## src/rtl/boot_loader.sv

```systemverilog
module boot_loader #(
  parameter int WORD_W = 24,
  parameter int BYTE_W = 8
) (
  input  logic              clk,
  input  logic              rst,
  input  logic [3:0]        mode_pins,
  input  logic [BYTE_W-1:0] byte_data,
  input  logic              byte_valid,
  output logic              byte_ready,
  output logic [WORD_W-1:0] mem_addr,
  output logic [WORD_W-1:0] mem_data,
  output logic              mem_we,
  output logic [1:0]        bus_sel,
  output logic              not_selected,
  output logic              busy,
  output logic              done,
  output logic [WORD_W-1:0] jump_addr
);
  localparam int LOW_W = WORD_W - BYTE_W;
  localparam int NBYTE = WORD_W / BYTE_W;

  typedef enum logic [2:0] {S_CNT, S_ADR, S_DAT, S_WR, S_DONE, S_OFF} state_t;

  state_t            st;
  logic [1:0]        bus_q;
  logic [LOW_W-1:0]  sh;
  logic [1:0]        bidx;
  logic [WORD_W-1:0] cnt, base, idx, wdata;

  wire              take    = byte_valid && byte_ready;
  wire              last    = (bidx == 2'(NBYTE - 1));
  wire [WORD_W-1:0] word    = {byte_data, sh};
  wire [WORD_W-1:0] idx_nxt = idx + 1'b1;

  assign byte_ready   = (st == S_CNT) || (st == S_ADR) || (st == S_DAT);
  assign busy         = byte_ready || (st == S_WR);
  assign done         = (st == S_DONE);
  assign not_selected = (st == S_OFF);
  assign mem_we       = (st == S_WR);
  assign mem_addr     = base + idx;
  assign mem_data     = wdata;
  assign bus_sel      = bus_q;
  assign jump_addr    = done ? base : '0;

  always_ff @(posedge clk) begin
    if (rst) begin
      bus_q <= mode_pins[1:0];
      st    <= (mode_pins[3:2] == 2'b11) ? S_CNT : S_OFF;
      sh    <= '0;
      bidx  <= '0;
      cnt   <= '0;
      base  <= '0;
      idx   <= '0;
      wdata <= '0;
    end else begin
      if (take) begin
        sh   <= word[WORD_W-1:BYTE_W];
        bidx <= last ? 2'd0 : bidx + 2'd1;
      end
      case (st)
        S_CNT: if (take && last) begin
          cnt <= word;
          st  <= S_ADR;
        end
        S_ADR: if (take && last) begin
          base <= word;
          idx  <= '0;
          st   <= (cnt == '0) ? S_DONE : S_DAT;
        end
        S_DAT: if (take && last) begin
          wdata <= word;
          st    <= S_WR;
        end
        S_WR: begin
          idx <= idx_nxt;
          st  <= (idx_nxt == cnt) ? S_DONE : S_DAT;
        end
        default: st <= st;
      endcase
    end
  end
endmodule


```

## config.mk

```make
export PLATFORM = sky130hd
export DESIGN_NAME = boot_loader
export DESIGN_NICKNAME = d
export VERILOG_FILES = /design/src/rtl/boot_loader.sv
export SDC_FILE = /design/constraint.sdc
export NUM_CORES = 1
export LEC_CHECK = 0
export BUFFER_PORTS_ARGS = -buffer_cell sky130_fd_sc_hd__buf_2
export CAP_MARGIN = 10
export CORE_UTILIZATION = 28
export CTS_CLUSTER_DIAMETER = 100
export DETAILED_ROUTE_END_ITERATION = 6
export PLACE_DENSITY = 0.51
export RECOVER_POWER = 50
export SETUP_SLACK_MARGIN = 0.4
export SLEW_MARGIN = 40
export SYNTH_ARGS = -nofsm -noshare
export SYNTH_HDL_FRONTEND = slang
export SYNTH_SLANG_ARGS = --single-unit
export TNS_END_PERCENT = 30
```

## constraint.sdc

```tcl
create_clock -name clk -period 3.3 [get_ports clk]
set_input_delay 0.33 -clock clk [delete_from_list [all_inputs] [get_ports clk]]
set_output_delay 0.33 -clock clk [all_outputs]
set_load 0.03 [all_outputs]
```

# Word level (Yosys, flattened, before mapping)
# Cells that the tools add are included.
# W data, S select, Z words.
[word_totals] ff_bits=119 inputBits=15 output_inout_bits=79 word_cells=49
[op_classes] addsub=3 n_eq_ne=12 n_mux=12 reduce_logical=14
[op_table] op="$mux W24" n=2
[op_table] op="$pmux W24 S2" n=1
[op_table] op="$add A24 B1 Y24 const B" n=1
[op_table] op="$add A24 B24 Y24" n=1
[op_table] op="$eq A24 B24 Y1" n=1
[op_table] op="$logic_not A24 Y1" n=1
[op_table] op="$mux W3" n=7
[op_table] op="$pmux W3 S4" n=1
[op_table] op="$ne A3 B2 Y1 const B" n=3
[op_table] op="$reduce_and A2 Y1" n=4
[op_table] op="$eq A3 B2 Y1 const B" n=2
[op_table] op="$eq A3 B3 Y1 const B" n=2
[op_table] op="$reduce_bool A5 Y1" n=1
[op_table] op="$eq A2 B2 Y1 const B" n=2
[op_table] op="$reduce_and A4 Y1" n=1
[op_table] op="$eq A3 B1 Y1 const B" n=1
[op_table] op="$logic_not A3 Y1" n=1
[op_table] op="$logic_or A1 B1 Y1" n=3
[op_table] op="$add A2 B1 Y2 const B" n=1
[op_table] op="$logic_and A1 B1 Y1" n=2
[op_table] op="$mux W2" n=1
[op_table] op="$ne A2 B1 Y1 const B" n=1
[op_table] op="$reduce_bool A2 Y1" n=1

# Longest topological paths before layout
# Gate-level depths: netlist of the first run.
[depth] depth_word=8 mapped_depth=11 mapped_depth_nobuf=11

# Worst setup path after synthesis of the first run
# No wires, ideal clock.
[synth_path] kind="register to output" from="register idx[0]" to="output mem_addr[22]" arrival_time_ns=2.640 slack_ns=0.330 path_stages_with_launch=12 cell_sequence="dfxtp_1 ha_1 inv_1 fa_1 nor2b_1 o2111ai_1 a21oi_1 o31ai_1 a21oi_1 a21oi_1 a31oi_1 xor2_1"
[synth_between] elab_chain_len=1
[synth_lines] item="start: declaration" line="29" rtl="logic [WORD_W-1:0] cnt, base, idx, wdata;"
[synth_lines] item="start signal: assignment" line="76" rtl="idx <= idx_nxt;"
[synth_lines] item="$add A24 B24 Y24" line="41" rtl="assign mem_addr = base + idx;"
[synth_lines] item="end: declaration" line="11" rtl="output logic [WORD_W-1:0] mem_addr,"
# No other way between the ends.

# Final worst setup path of the first run
# Same ends and word-level chain as after synthesis.

==> impl_results.md, run 1 <==
- Simple-gate portion of the synthesized area: 0.277
- Routability-driven placement congestion ratio: 0.795
- Slowest cell delay on critical path: between 0.3 and 0.4 ns
- Critical Path RT: between 2 and 3 ns
- Pin count of the biggest net entering global routing: 66
- Core ar.: between 20000 and 25000 um^2
- Tcrit/Tclk final: 0.944
- Total number of vias: 6230
- Met2 Wirelength: slightly above 9 mm
- Synth area leader: dfxtp_1
- Fmax: 0.321 GHz
- Largest family of logic cells by synthesized area: simple AND/OR/NAND/NOR gates
- Clk sinks: 119
- Clock power share: 0.518
- Synth Area per Inst: approximately 7.5 um^2
- Antenna Cells: 0
- CTS buffer count: 17
- Total GRT Usage: 0.173
- Worst Hold End: bus_sel[1]
- TNS Setup: 0 ns
- Critical Path End Type: output pin
- Sw Share: 0.251
- Crit path buf inv count: 2
- Slowest cell on crit path: dfxtp_2
- Crit path kind: flip-flop to output pin
- XOR/XNOR share of the synthesized area: 0.0717
- Final cell count without fillers: around 1300
- Internal power: about 2.6 mW
- Initial antenna violation count: 0
- Metal-1 WL: 10.4 mm
- Mapped Area: ~6600 um^2
- R2r worst-path depth: 11
- Vias/cell: 4.81
- Met3 WL: 831 um
- Inst Count DP: 1256
- Pwr/cell area: between 400 and 500 nW/um^2
- R2R Path End: st[1]
- Top delay family on crit path: compound AO/OA/AOI/OAI gates
- Post-synthesis cell count: just under 900
- Compound-Gate Fraction of Synth Area: 0.184
- Top cell type's share of synthesized area: 0.346
- Clock skew: 0.00929 ns
- Grt ovf: 0
- Root buf cell: clkbuf_16
- Dominant cells by area after synthesis: dfxtp_1, nand2_1, a21oi_1
- Final ANT Viol Nets: 0
- H-tree levels: 4
- CTS tree: done
- Highest Signal Layer: met4
- Static Leakage: 3.11 nW
- Reg clk slew, reported paths: roughly 0.060 ns
- Die Y-Extent: approximately 160 um
- Crit Path Max Fanout: 3
- Drt drc: 0
- Number of synthesized flops with an enable pin: 5
- Max Cap Viol: 1
- Port buffer count: 93
- Min-Delay Path Depth: 1
- FILL cells: 2512
- Dominant synthesized flop cell: dfxtp_1
- Clock Latency Late Sink: 0.42 ns
- Worst endpoint data arrival time: about 2.8 ns
- Synth Warn #: 0
- FF+latch count, synth: ~120
- Initial Utilization: 0.289
- Chip Width: ~160 um
- RR Startpoint: idx[0]
- Finish-stage setup viols: 0
- Worst Tran Pin Value: about 1.5 ns
- Post-synth cell types: 64
- Global-route wire length before repair: 32.4 mm
- DR pass1 iterations: 4
- Unrepaired setup endpoints after global routing: true
- Sequential share of power: 0.436
- DP Wirelength: ~15 mm
- Post-synth net total: ~900
- Adder-Cell Fraction of Synth Area: 0.0486
- CTS max path bufs: 2
- Fraction of layout cells with a size suffix above 1: 0.176
- Min cycle time layout: around 3.1 ns
- Routed WL per cell: 15.8 um
- Total power: between 3 and 4 mW
- Post-synthesis mux area share: 0.00474
- Initial DRC count: between 300 and 400
- Worst-path cell chain: ha_4 > inv_2 > fa_2 > nor2b_4 > o2111ai_2 > a21oi_2 > o31ai_2 > a21oi_2 > a21oi_2 > a31oi_2 > xor2_2 > buf_6
- Psw: ~0.86 mW
- Hold path startpoint: mode_pins[1]
- Min-delay worst type: input port to flip-flop
- Synth-to-Final Area Change: 24.5%
- Peak supply drop: between 300 and 400 uV
- Die area: around 24000 um^2
- Fin nets: just over 1000
- Final WL: between 20 and 25 mm
- Number of global-route vias before repair: between 5000 and 6000
- Slew Viols, Final: 33
- Num rows: 55
- Violated checks: capacitance limit, slew limit
- Status: complete, but fails checks
- Cell mode on critical path: a21oi_2
- IO Pins: between 90 and 100
- Combinational power share: 0.046
- Register area share after synthesis: 0.369
- Worst slew margin: -0.000405
- Startpoint Class: flip-flop
- Synth async-reset ratio: 0
- R2R Setup Slk: between 0.3 and 0.4 ns
- Hold Violations, Final: 0
worst max path at each step:
stage                     startpoint           end  depth (start not counted)
final                         idx[0]  mem_addr[22]                         12
after global routing          idx[0]  mem_addr[22]                         12
after CTS                     idx[0]  mem_addr[22]                         12
after detailed placement     base[0]  mem_addr[22]                         12
after global placement       base[0]  mem_addr[22]                         12
after floorplan               idx[0]  mem_addr[18]                         11
through the flow:
stage / setup slack [ns] / utilization / hold WS (ns) / instance area [um^2]
detailed placement: 0.140 / 0.327 / 0.444 / 7460
finish: 0.185 / 0.359 / 0.0868 / 8210
global route: 0.0290 / 0.359 / 0.0577 / 8210
global placement: 0.128 / 0.327 / 0.442 / 7460
CTS: 0.0583 / 0.358 / 0.0671 / 8190
floorplan: 0.364 / - / 0.429 / 6600
metal layers:
layer	GRT usage	up-vias
li1	-	3207
met5	0	-
met2	0.265	107
met1	0.247	2906
met4	0.0392	0
met3	0.0370	10
synthesized netlist by cell type, types with 7 or more instances:
library cell,n
and2_1,30
inv_1,18
nor2_1,40
nor3_1,13
and3_1,8
nand3_1,13
xnor2_1,36
a21oi_1,139
nand4_1,12
nand2_1,215
nor4_1,11
xor2_1,18
nor2b_1,7
o21ai_0,35
clkbuf_1,46
ha_1,24
dfxtp_1,114
what timing repair did:
action | 4_1_cts | 5_1_grt
hold buffers | 0 | 0
resized for setup | 28 | 19
endpoints found under the setup margin | 12 | 16
pin swaps | 17 | 14
buffers inserted | 6 | 1
power by group through the flow:
stage | Sequential, mW | Clock [mW] | Combinational (mW)
5_1_grt | 1.49 | 1.90 | 0.172
6_report | 1.49 | 1.77 | 0.157
4_1_cts | 1.49 | 1.81 | 0.162
2_1_floorplan | 1.51 | 0 | 0.0976
3_3_place_gp | 1.52 | 0 | 0.162
3_5_place_dp | 1.52 | 0 | 0.161
area by class of cell:
type,instances,area (um^2),share of cell area
Multi-Input combinational cell,684,4050,0.493
Sequential cell,119,2440,0.297
Timing Repair Buffer,128,696,0.0848
Clock buffer,19,475,0.0579
Tap cell,313,392,0.0477
Clock inverter,12,90.1,0.0110
Inverter,19,71.3,0.00869
cell families after synthesis:
logic type / Yosys count
flip-flops: 119
XOR/XNOR: 54
adder cells (fa/ha/maj): 25
AND/OR/NAND/NOR: 385
buffers and inverters: 74
multiplexers: 3
AO/OA/AOI/OAI: 217
flip-flops by register name (all words and copies together), names as in the netlist:
signal	flops
mem_data	24
cnt	24
base	24
bidx	2
st	3
bus_sel	2
sh	16
idx	24
cells in the final DEF, fill, tap and decap left out, types with 15 or more instances in the layout:
cell / Yosys / routed
clkbuf_1: 46 / 35
o21ai_0: 35 / 30
xor2_1: 18 / 17
clkbuf_16: 0 / 19
ha_1: 24 / 15
buf_2: 5 / 55
xnor2_1: 36 / 36
a21oi_1: 139 / 134
nor2_1: 40 / 39
and2_1: 30 / 29
dfxtp_1: 114 / 110
buf_4: 1 / 36
nand2_1: 215 / 215
inv_1: 18 / 17
No activity file was read; power rests on OpenSTA's default activity.
==> run 2: changes to the inputs <==
--- a/config.mk
+++ b/config.mk
@@ -7,10 +7,10 @@
 export LEC_CHECK = 0
 export BUFFER_PORTS_ARGS = -buffer_cell sky130_fd_sc_hd__buf_2
 export CAP_MARGIN = 10
-export CORE_UTILIZATION = 28
+export CORE_UTILIZATION = 40
 export CTS_CLUSTER_DIAMETER = 100
 export DETAILED_ROUTE_END_ITERATION = 6
-export PLACE_DENSITY = 0.51
+export PLACE_DENSITY = 0.65
 export RECOVER_POWER = 50
 export SETUP_SLACK_MARGIN = 0.4
 export SLEW_MARGIN = 40
==> constraint.sdc (replaced) <==
create_clock -name clk -period 3.2 [get_ports clk]
set_input_delay 0.32 -clock clk [delete_from_list [all_inputs] [get_ports clk]]
set_output_delay 0.32 -clock clk [all_outputs]
set_load 0.03 [all_outputs]
==> run 2 against run 1 <==
Compared with the run above: the run still ends with capacitance limit, slew limit left; critical endpoint unchanged; hold slack got worse by 0.012 ns; combinational power barely moved; clock power rose by 7%; global-route usage rose by 5.4 points; critical path type unchanged; final cell count fell by 7.6%; non-clock buffer count fell by 2; setup slack got worse by 0.080 ns; via count rose by 2.1%; register-to-register slack improved by 0.07 ns; largest cell class unchanged; final area rose by 1.1%; routed wire length fell by 8.5%; largest power group unchanged.
==> impl_results.md, run 2 (synthesized netlist as in run 1, its figures left out) <==
- Unrepaired setup endpoints after global routing: true
- Slowest cell on crit path: dfxtp_2
- RR Startpoint: idx[6]
- Initial antenna violation count: 0 (unchanged)
- Tcrit/Tclk final: 0.967
- Total number of vias: 6359 (+2.1%)
- Sequential share of power: 0.428 (-0.008)
- Sw Share: 0.233 (-0.0188)
- Min cycle time layout: roughly 3.1 ns
- Combinational power share: 0.044 (-0.002)
- Static Leakage: 3.16 nW (+1.6%)
- Global-route wire length before repair: 29.7 mm (-8.3%)
- Die Y-Extent: 130 um (-16%)
- Pwr/cell area: 431 nW/um^2 (+3.8%)
- Routed WL per cell: 15.6 um (-1.0%)
- Total GRT Usage: 0.227 (+0.0540)
- Min-delay worst type: input port to flip-flop
- Total power: 3.58 mW (+5.0%)
- Worst Setup Slack post-DPL: 0.0735 ns (-0.0665 ns)
- Worst slew margin: -0.336 (-0.335)
- Crit Path Max Fanout: 3 (unchanged)
- Finish-stage setup viols: 0 (unchanged)
- Root buf cell: clkbuf_16
- IO Pins: 94 (unchanged)
- Peak supply drop: 407 uV (+30%)
- Pin count of the biggest net entering global routing: 98 (+48%)
- Initial Utilization: 0.412 (+0.123)
- CTS tree: done
- Fraction of layout cells with a size suffix above 1: 0.199 (+0.0226)
- Port buffer count: 93 (unchanged)
- CTS buffer count: 17 (unchanged)
- Startpoint Class: flip-flop
- Psw: 0.833 mW (-2.9%)
- Fin nets: 1007 (-0.20%)
- Final cell count without fillers: 1196 (-7.6%)
- Violated checks: capacitance limit, slew limit
- CTS max path bufs: 2 (unchanged)
- Clock skew: 0.00793 ns (-0.00136 ns)
- Slew Viols, Final: 98 (+200%)
- Core ar.: 16000 um^2 (-30%)
- Placed instance area: 7330 um^2 (-1.8%)
- Final WL: 18.7 mm (-8.5%)
- Post-route cell area: 8300 um^2 (+1.1%)
- Num rows: 46 (-16%)
- Die area: 17000 um^2 (-30%)
- FILL cells: 1604 (-36%)
- Final ANT Viol Nets: 0 (unchanged)
- Synth-to-Final Area Change: 25.9%
- TNS Setup: 0 ns (unchanged)
- Worst endpoint data arrival time: 2.77 ns (about the same)
- Max Cap Viol: 1 (unchanged)
- Worst Tran Pin Value: 2.00 ns (+0.503 ns)
- Min-Delay Path Depth: 1 (unchanged)
- Routability-driven placement congestion ratio: 0.832 (+4.6%)
- Clock Latency Late Sink: 0.42 ns (about the same)
- R2r worst-path depth: 10 (-1)
- Clk sinks: 119 (unchanged)
- Slowest cell delay on critical path: 0.35 ns (about the same)
- Vias/cell: 5.32 (+10%)
- Hold path startpoint: mode_pins[0]
- Worst-path cell chain: ha_4 > inv_2 > fa_2 > nor2b_2 > o2111ai_2 > a21oi_2 > o31ai_2 > a21oi_2 > a21oi_2 > a31oi_2 > xor2_2 > buf_6
- Internal power: 2.75 mW (+7.6%)
- Commonest non-fill, non-tap cells in the layout: nand2_1, a21oi_1, dfxtp_1
- Slack of the critical path: 0.105 ns (-0.0804 ns)
- Reg clk slew, reported paths: 0.05 ns (about the same)
- Critical Path RT: 2.88 ns (-0.09 ns)
- Number of global-route vias before repair: 5781 (-0.36%)
- Commonest non-fill, non-tap cell in the layout: nand2_1
- CP startpoint: base[0]
- Inst Count DP: 1156 (-8.0%)
- Hold Violations, Final: 0 (unchanged)
- Crit path kind: flip-flop to output pin
- Antenna Cells: 0 (unchanged)
- Grt ovf: 0 (unchanged)
- Fmax: between 0.3 and 0.4 GHz
- H-tree levels: 4 (unchanged)
- Initial DRC count: 449 (+28%)
- Chip Width: 130 um (-16%)
- Clock power share: 0.528 (+0.010)
- Drt drc: 0 (unchanged)
- Status: complete, but fails checks
- Hold-fix buffers, CTS: 0 (unchanged)
- DR pass1 iterations: 4 (unchanged)
- DP Wirelength: 13.0 mm (-12%)
- Critical Path End Type: output pin
- Cell mode on critical path: a21oi_2
[run 2: changes by cell type in the layout (fill, tap and decap cells not counted), sizes merged]
| cell | change |
|---|---|
| inv | -2 |
| clkinv | -4 |
| bufinv | +1 |
| clkinvlp | +2 |
| clkbuf | +4 |
| buf | -2 |
[run 2: worst max-delay path, delay by kind of cell (launching register included)]
kind | cells | cell delay, ns
buffers and inverters | 2 | 0.18
AO/OA/AOI/OAI | 6 | 1.03
adder cells (fa/ha/maj) | 2 | 0.49
XOR/XNOR | 1 | 0.17
flip-flops | 1 | 0.35
AND/OR/NAND/NOR | 1 | 0.15
[run 2: layout make-up]
| cell class | instances | area (um^2) | area share |
|---|---|---|---|
| Multi-Input combinational cell | 684 | 4210 | 0.508 |
| Sequential cell | 119 | 2450 | 0.295 |
| Timing Repair Buffer | 126 | 699 | 0.0843 |
| Clock buffer | 23 | 509 | 0.0614 |
| Tap cell | 216 | 270 | 0.0326 |
| Clock inverter | 9 | 88.8 | 0.0107 |
| Inverter | 19 | 71.3 | 0.00859 |
[run 2: power by group through the flow]
| stage | Sequential (mW) | Clock (mW) | Combinational (mW) |
|---|---|---|---|
| after floorplan | 1.56 | 0 | 0.101 |
| after global placement | 1.56 | 0 | 0.157 |
| after detailed placement | 1.56 | 0 | 0.159 |
| after CTS | 1.53 | 1.91 | 0.161 |
| after global routing | 1.53 | 1.98 | 0.176 |
| final | 1.53 | 1.89 | 0.159 |
[run 2: repair_timing]
action / CTS / global route
hold endpoints to repair: 0 / 0
pin swaps: 17 / 29
setup buffers: 6 / 2
gates resized for setup: 33 / 59
setup endpoints to repair: 15 / 16
cloned: 0 / 0
[run 2: path summary, 6_finish.rpt]
path	endpoint	slack (ns)
worst max-delay path	mem_addr[22]	0.11
worst min-delay path	bus_sel[0]	0.07
worst max register to register	st[1]	0.40
worst min register to register	mem_data[11]	0.45
[run 2: stage by stage]
step,util,hold slack (ns)
finish,0.519,0.0744
floorplan,-,0.419
global route,0.519,0.0657
CTS,0.505,0.0672
detailed placement,0.458,0.446
global placement,0.458,0.439
[run 2: metal layers]
layer / global-route usage / wire length [um] / vias up
li1: - / - / 3208
met1: 0.315 / 9120 / 2958
met4: 0.0791 / 393 / 0
met2: 0.350 / 8270 / 166
met5: 0 / 0 / -
met3: 0.0464 / 910 / 27
